===== src/rtl/eip_pkg.sv =====
package eip_pkg;

    typedef enum logic [3:0] {
        SNS_FALL = 4'd0,
        SNS_RISE = 4'd1,
        SNS_LOW  = 4'd2,
        SNS_HIGH = 4'd3,
        SNS_BOTH = 4'd4
    } sense_e;

    typedef enum logic [2:0] {
        REG_SENSE = 3'd0,
        REG_PRIO  = 3'd1,
        REG_SRC   = 3'd2,
        REG_MSET  = 3'd3,
        REG_MCLR  = 3'd4,
        REG_MODE  = 3'd5
    } reg_e;

    localparam int DATA_W   = 32;
    localparam int PRIO_W   = 4;
    localparam int MODE_BIT = 23;

endpackage


===== src/rtl/eip_sync.sv =====
module eip_sync #(
    parameter int W = 8
) (
    input  logic         clk_i,
    input  logic         rst_ni,
    input  logic [W-1:0] d_i,
    output logic [W-1:0] cur_o,
    output logic [W-1:0] prev_o
);
    logic [W-1:0] meta_q;
    logic [W-1:0] cur_q;
    logic [W-1:0] prev_q;

    always_ff @(posedge clk_i or negedge rst_ni) begin
        if (!rst_ni) begin
            meta_q <= '0;
            cur_q  <= '0;
            prev_q <= '0;
        end else begin
            meta_q <= d_i;
            cur_q  <= meta_q;
            prev_q <= cur_q;
        end
    end

    assign cur_o  = cur_q;
    assign prev_o = prev_q;
endmodule


===== src/rtl/eip_detect.sv =====
module eip_detect
    import eip_pkg::*;
(
    input  logic       cur_i,
    input  logic       prev_i,
    input  logic [3:0] code_i,
    output logic       evt_o
);
    always_comb begin
        evt_o = 1'b0;
        unique case (sense_e'(code_i))
            SNS_FALL: evt_o = prev_i & ~cur_i;
            SNS_RISE: evt_o = ~prev_i & cur_i;
            SNS_LOW:  evt_o = ~cur_i;
            SNS_HIGH: evt_o = cur_i;
            SNS_BOTH: evt_o = prev_i ^ cur_i;
            default:  evt_o = 1'b0;
        endcase
    end
endmodule


===== src/rtl/ext_irq_pin_ctrl.sv =====
module ext_irq_pin_ctrl
    import eip_pkg::*;
#(
    parameter int NPINS   = 8,
    parameter int SENSE_W = 4,
    parameter int SRC_W   = 8
) (
    input  logic              clk_i,
    input  logic              rst_ni,
    input  logic [NPINS-1:0]  pin_i,
    input  logic              wr_en_i,
    input  logic [2:0]        addr_i,
    input  logic [31:0]       wdata_i,
    output logic [31:0]       rdata_o,
    output logic [NPINS-1:0]  irq_pin_o,
    output logic              irq_any_o
);
    logic [NPINS-1:0]  pin_cur;
    logic [NPINS-1:0]  pin_prev;
    logic [NPINS-1:0]  evt;
    logic [NPINS-1:0]  req;
    logic [NPINS-1:0]  wsel;
    logic [NPINS-1:0]  pend_q;
    logic [NPINS-1:0]  msk_q;
    logic [DATA_W-1:0] sense_q;
    logic [DATA_W-1:0] prio_q;
    logic              mode_q;
    logic [SRC_W-1:0]  src_rd;
    reg_e              sel;

    assign sel = reg_e'(addr_i);

    eip_sync #(.W(NPINS)) u_sync (
        .clk_i  (clk_i),
        .rst_ni (rst_ni),
        .d_i    (pin_i),
        .cur_o  (pin_cur),
        .prev_o (pin_prev)
    );

    for (genvar n = 0; n < NPINS; n++) begin : g_pin
        localparam int SOFF = DATA_W - (n + 1) * SENSE_W;
        localparam int POFF = DATA_W - (n + 1) * PRIO_W;
        logic [3:0] code;
        if (SENSE_W == 4) begin : g_w4
            assign code = sense_q[SOFF +: 4];
        end else begin : g_w2
            assign code = {2'b00, sense_q[SOFF +: 2]};
        end
        eip_detect u_det (
            .cur_i  (pin_cur[n]),
            .prev_i (pin_prev[n]),
            .code_i (code),
            .evt_o  (evt[n])
        );
        assign wsel[n] = wdata_i[SRC_W-1-n];
        assign req[n]  = pend_q[n] & ~msk_q[n] & (|prio_q[POFF +: PRIO_W]);
    end

    // configuration registers
    always_ff @(posedge clk_i or negedge rst_ni) begin
        if (!rst_ni) begin
            sense_q <= '0;
            prio_q  <= '0;
            mode_q  <= 1'b0;
        end else if (wr_en_i) begin
            if (sel == REG_SENSE) sense_q <= wdata_i;
            if (sel == REG_PRIO)  prio_q  <= wdata_i;
            if (sel == REG_MODE)  mode_q  <= wdata_i[MODE_BIT];
        end
    end

    // mask state: set and clear through separate indices
    always_ff @(posedge clk_i or negedge rst_ni) begin
        if (!rst_ni) begin
            msk_q <= '1;
        end else if (wr_en_i && sel == REG_MSET) begin
            msk_q <= msk_q | wsel;
        end else if (wr_en_i && sel == REG_MCLR) begin
            msk_q <= msk_q & ~wsel;
        end
    end

    // pending latch: a new event wins over a clear in the same cycle
    always_ff @(posedge clk_i or negedge rst_ni) begin
        if (!rst_ni) begin
            pend_q <= '0;
        end else if (wr_en_i && sel == REG_SRC) begin
            pend_q <= (pend_q & wsel) | evt;
        end else begin
            pend_q <= pend_q | evt;
        end
    end

    always_comb begin
        src_rd = '0;
        for (int n = 0; n < NPINS; n++) src_rd[SRC_W-1-n] = pend_q[n];
    end

    always_comb begin
        rdata_o = '0;
        unique case (sel)
            REG_SENSE: rdata_o = sense_q;
            REG_PRIO:  rdata_o = prio_q;
            REG_SRC:   rdata_o = 32'(src_rd);
            REG_MODE:  rdata_o = 32'(mode_q) << MODE_BIT;
            default:   rdata_o = '0;
        endcase
    end

    assign irq_pin_o = mode_q ? req : '0;
    assign irq_any_o = ~mode_q & (|req);
endmodule


===== config.mk =====
export PLATFORM = sky130hd
export DESIGN_NAME = ext_irq_pin_ctrl
export DESIGN_NICKNAME = d
export VERILOG_FILES = /design/src/rtl/eip_pkg.sv /design/src/rtl/eip_sync.sv /design/src/rtl/eip_detect.sv /design/src/rtl/ext_irq_pin_ctrl.sv
export SDC_FILE = /design/constraint.sdc
export NUM_CORES = 1
export LEC_CHECK = 0
export BUFFER_PORTS_ARGS = -buffer_cell sky130_fd_sc_hd__buf_2
export CORE_UTILIZATION = 40
export DETAILED_ROUTE_END_ITERATION = 10
export GPL_ROUTABILITY_DRIVEN = 0
export PLACE_DENSITY_LB_ADDON = 0.2
export SLEW_MARGIN = 25
export SYNTH_ARGS = -nofsm -noshare
export SYNTH_HDL_FRONTEND = slang
export SYNTH_SLANG_ARGS = --single-unit

===== constraint.sdc =====
create_clock -name clk_i -period 4.9 [get_ports clk_i]
set_clock_uncertainty 0.1 [all_clocks]
set_input_delay 0.735 -clock clk_i [delete_from_list [all_inputs] [get_ports clk_i]]
set_output_delay 0.735 -clock clk_i [all_outputs]
set_load 0.01 [all_outputs]

Word-level counts from Yosys, hierarchy flattened --
Index checks and enable logic that the tools add are counted.
Word-level totals: bits in registers 105, input bits 46, output and inout bits 41, word-level logic and storage cells 155
Cells by class: equal/unequal tests 37, multiplexer cells 13, bitwise logic cells 72, reductions and logical operators 25
Operator list (count):
- $pmux W32 S4 | 1
- $eq A4 B2 Y1 const B | 16
- $pmux W1 S5 | 8
- $and A1 B1 Y1 | 33
- $eq A4 B1 Y1 const B | 8
- $eq A4 B3 Y1 const B | 8
- $logic_not A4 Y1 | 8
- $mux W8 | 4
- $reduce_or A4 Y1 | 8
- $not A1 Y1 | 25
- $or A8 B8 Y8 | 3
- $and A8 B8 Y8 | 2
- $not A8 Y8 | 1
- $reduce_or A8 Y1 | 1
- $xor A1 B1 Y1 | 8
- $eq A3 B2 Y1 const B | 2
- $eq A3 B3 Y1 const B | 2
- $reduce_and A2 Y1 | 3
- $eq A3 B1 Y1 const B | 1
- $logic_and A1 B1 Y1 | 3
- $logic_not A3 Y1 | 1
- $reduce_bool A2 Y1 | 1

Logic depth before layout (Yosys ltp) --
depth in word-level cells 5, gate-level depth with buffers 9, mapped depth without buffers 6

Hierarchy --
A second synthesis with hierarchy kept.
Second synthesis, totals: cell total of the unflattened synthesis 424, area, all modules 5172.5 um2
Modules (own cells, without submodules):
- ext_irq_pin_ctrl | instances 1, cells an instance 304, area each 3851.2 um2, seq. area each 2037.0 um2
- eip_detect | instances 8, cells an instance 12, area each 90.1 um2, seq. area each 0.0 um2
- eip_sync | instances 1, cells an instance 24, area each 600.6 um2, seq. area each 600.6 um2

Worst setup path before layout --
Ideal clock, no wire load.
path kind input to output, from input port addr_i[1], to output port rdata_o[10], data arrival time 1.822 ns, data required time 4.065 ns, slack 2.243 ns, stages 7, buffers on the path 4, cell sequence buf_2 nor2b_4 buf_6 nor2b_4 buf_6 clkbuf_1 a22o_1
Between the ends: word-level cells in the longest chain between the ends 2, elaborated cells on any way between the ends 5, those cells by class eq/ne: 3; mux: 1; reduce/logical: 1
RTL lines:
- start, declared | line ext_irq_pin_ctrl.sv:12 | input logic [2:0] addr_i,
- $eq A3 B3 Y1 (tied with other cells) | line ext_irq_pin_ctrl.sv:102 | unique case (sel)
- $pmux W32 S4 (*) | line ext_irq_pin_ctrl.sv:102
- end, declared | line ext_irq_pin_ctrl.sv:14 | output logic [31:0] rdata_o,
Every way passes the cells marked *; elsewhere a longest branch is shown, timed or not.

Final worst setup path --
from input port addr_i[0], to output port rdata_o[19]
The elaborated chain is that of the path after synthesis.

==> summary.txt <==
Floorplanning
  – Core area: 12,600 µm²
  – Die height: 115 µm
  – Die area: 13,300 µm²
  – Site row count: 41
  – Die X: 115 µm
  – IO Count: 87
  – Initial Util: 40.8%

Power
  – Peak supply drop: 0.000225 V
  – Pwr Total: 2360 µW
  – Leak Pwr: 0.00283 µW
  – Pwr dens: 394 nW/µm²

Detailed routing
  – Avg WL per Cell: 17.5 µm
  – Vias: 3,521
  – Number of remaining DRC errors: 0
  – Drt first pass iters: 4
  – Post-DRT Antenna Nets: 0
  – Drt total wl: 11,800 µm
  – Initial DRC Count: 177
  – Vias per cell: 5.23

Worst hold path
  – Hold depth: 0
  – HP Class: flip-flop to flip-flop
  – Worst Min Path Start: u_sync.meta_q[0]
  – Min-Delay Endpoint: u_sync.cur_o[0]

Cells and area
  – Final net count: 558
  – Most common cell after layout, fill and taps aside: dfrtp_1
  – Ant diodes: 0
  – Post-route cell area: 5980 µm²
  – Fill count: 1,183
  – Most frequent cells in the layout: dfrtp_1, buf_2, mux2_2
  – Layout area overhead: 16.6%
  – Layout cells sized above 1: 37.1%

Worst setup path
  – CP Max Fanout: 24
  – Critical R2R Capture: pend_q[0]
  – Crit end category: output port
  – R2R setup slack: 3.29 ns
  – Crit path required time: 4.07 ns
  – Crit path DAT: 2.35 ns
  – CP bufs+invs: 2
  – Slowest cell on crit path: nor2b_4
  – FF-to-FF path depth: 5
  – Crit-path cells: buf_2, nor2b_4, nor2b_4, a22o_1, buf_2
  – Crit Path Category: primary input to output port
  – Startpoint Class: primary input
  – Delay-heaviest family, CP: simple AND/OR/NAND/NOR gates
  – Launching point of the worst reg2reg path: u_sync.prev_o[0]
  – Crit-path max cell delay: 0.61 ns

Logic synthesis
  – Syn Inst Count: 418
  – Asr flop ratio synth: 100%
  – Synth warn: 0
  – Number of synthesized flops with an enable pin: 0
  – Mean Syn Cell Area: 12.3 µm²
  – Synth Flop Type: dfrtp_1
  – Distinct cells, synth: 34
  – Post-synthesis register bit count: 105
  – Post-Syn Area: 5130 µm²
  – Sequential area share after synthesis: 51.4%
  – Syn Nets: 480

Timing
  – Period minus WS final: 3.18 ns
  – Unrepaired setup endpoints after global routing: no
  – Pins Over Slew Limit: 0
  – Final hold vios: 0
  – Slew @ Worst Pin: 0.729 ns
  – Max Clk Rate: 0.314 GHz
  – Max_slew headroom: 51.4%
  – Setup TNS: 0 ns
  – Final setup viols: 0
  – Final period util: 65.0%

Global route
  – Global-route wire length before repair: 18,900 µm
  – Initial antenna violation count: 0
  – Total grt overflow: 0
  – Gr usage total: 19.0%
  – Largest net degree at the start of global routing: 77
  – Number of global-route vias before repair: 3,640

Place
  – Port Buffer Count: 86
  – Placement Cell Area: 5660 µm²
  – Hpwl dp: 8270 µm

Clock tree
  – CTS Hold Bufs: 0
  – Clock-pin slew on the worst setup and hold paths: 0.07 ns
  – Postcts setup bufs: 0
  – CTS Buf Count: 9
  – CTS root buffer: clkbuf_16
  – CTS tree: done
  – Clk Latency, worst-skew pair: 0.36 ns
  – Post-CTS Resized: 0
  – CTS Buffer Depth: 2
  – CTS sink cnt: 105
  – H-tree depth: 3

Run
  – Max-cap violations: 0

Outcome
  – Outcome: completed
-- per-layer routing --
layer / part of all wire [%] / vias to the layer above / track usage, %
li1: - / 1647 / -
met1: 46 / 1775 / 25.3
met2: 47 / 81 / 30.6
met3: 4.4 / 18 / 4.27
met4: 1.8 / 0 / 6.67
met5: 0 / - / 0
-- sequential cells by signal, summed over array words and instances (netlist names), named ones only --
name,cells
mode_q,1
u_sync.prev_o,8
u_sync.cur_o,8
pend_q,8
sense_q,32
u_sync.meta_q,8
prio_q,32
-- area by class of cell --
class	count	area (µm²)	share of cell area, %
flip-flops and latches	105	2640	44.1
multi-input cells	275	2300	38.4
well taps	172	215	3.60
clock buffers	9	225	3.76
clock inverters	7	87.6	1.46
inverters	16	60.1	1.00
repair buffers	89	459	7.68
-- synth_stat cells, types with 10 or more instances --
| master | count | share of area (%) |
|---|---|---|
| nor4_1 | 10 | 1.2 |
| mux2_4 | 30 | 8.8 |
| nor2_1 | 25 | 1.8 |
| o21ai_0 | 20 | 2.0 |
| clkbuf_1 | 10 | 0.73 |
| inv_1 | 16 | 1.2 |
| nand2_1 | 20 | 1.5 |
| dfrtp_1 | 97 | 47 |
| a22o_1 | 23 | 3.9 |
| mux2_2 | 36 | 7.9 |
| a21oi_1 | 21 | 2.0 |
| ha_1 | 16 | 3.9 |
| mux2i_1 | 15 | 2.9 |
-- cell families after synthesis --
family	after synthesis	synth area share (%)
DFF	105	51.4
and+or+nand+nor	92	9.68
muxes	82	19.8
AOI/OAI and AO/OA	81	10.6
buffers and inverters	38	3.93
adders and majority gates	16	3.90
xor gates and xnor gates	4	0.683
-- worst register-to-register path: stages, from the launching register on --
cell and delay, ns:
dfrtp_1 0.39, inv_1 0.06, ha_1 0.15, mux2i_1 0.07
or4b_2 0.61, o311ai_0 0.13
-- where the power goes --
| part | internal [µW] | total [µW] | switching [µW] |
|---|---|---|---|
| clock network | 405 | 747 | 343 |
| registers | 1020 | 1180 | 159 |
| logic | 250 | 431 | 181 |
-- how the worst max path moves through the flow --
| stage | end | slack [ns] | cells after the start | startpoint |
|---|---|---|---|---|
| after floorplan | rdata_o[10] | 2.24 | 7 | addr_i[1] |
| after global placement | prio_q[0] | 1.73 | 5 | addr_i[0] |
| after detailed placement | prio_q[0] | 1.63 | 5 | addr_i[0] |
| after CTS | rdata_o[19] | 1.74 | 5 | addr_i[0] |
| after global routing | rdata_o[8] | 1.62 | 5 | addr_i[0] |
| final | rdata_o[19] | 1.72 | 5 | addr_i[0] |
-- through the flow --
step | instances | worst slack, ns | util [%] | hold slack, ns
6_report | 673 | 1.72 | 47.6 | 0.250
4_1_cts | 673 | 1.74 | 47.5 | 0.252
2_1_floorplan | 418 | 2.24 | - | 0.231
3_5_place_dp | 657 | 1.63 | 45.0 | 0.235
3_3_place_gp | 657 | 1.73 | 45.0 | 0.234
5_1_grt | 673 | 1.62 | 47.6 | 0.260
Power figures use the tool's default switching activity.
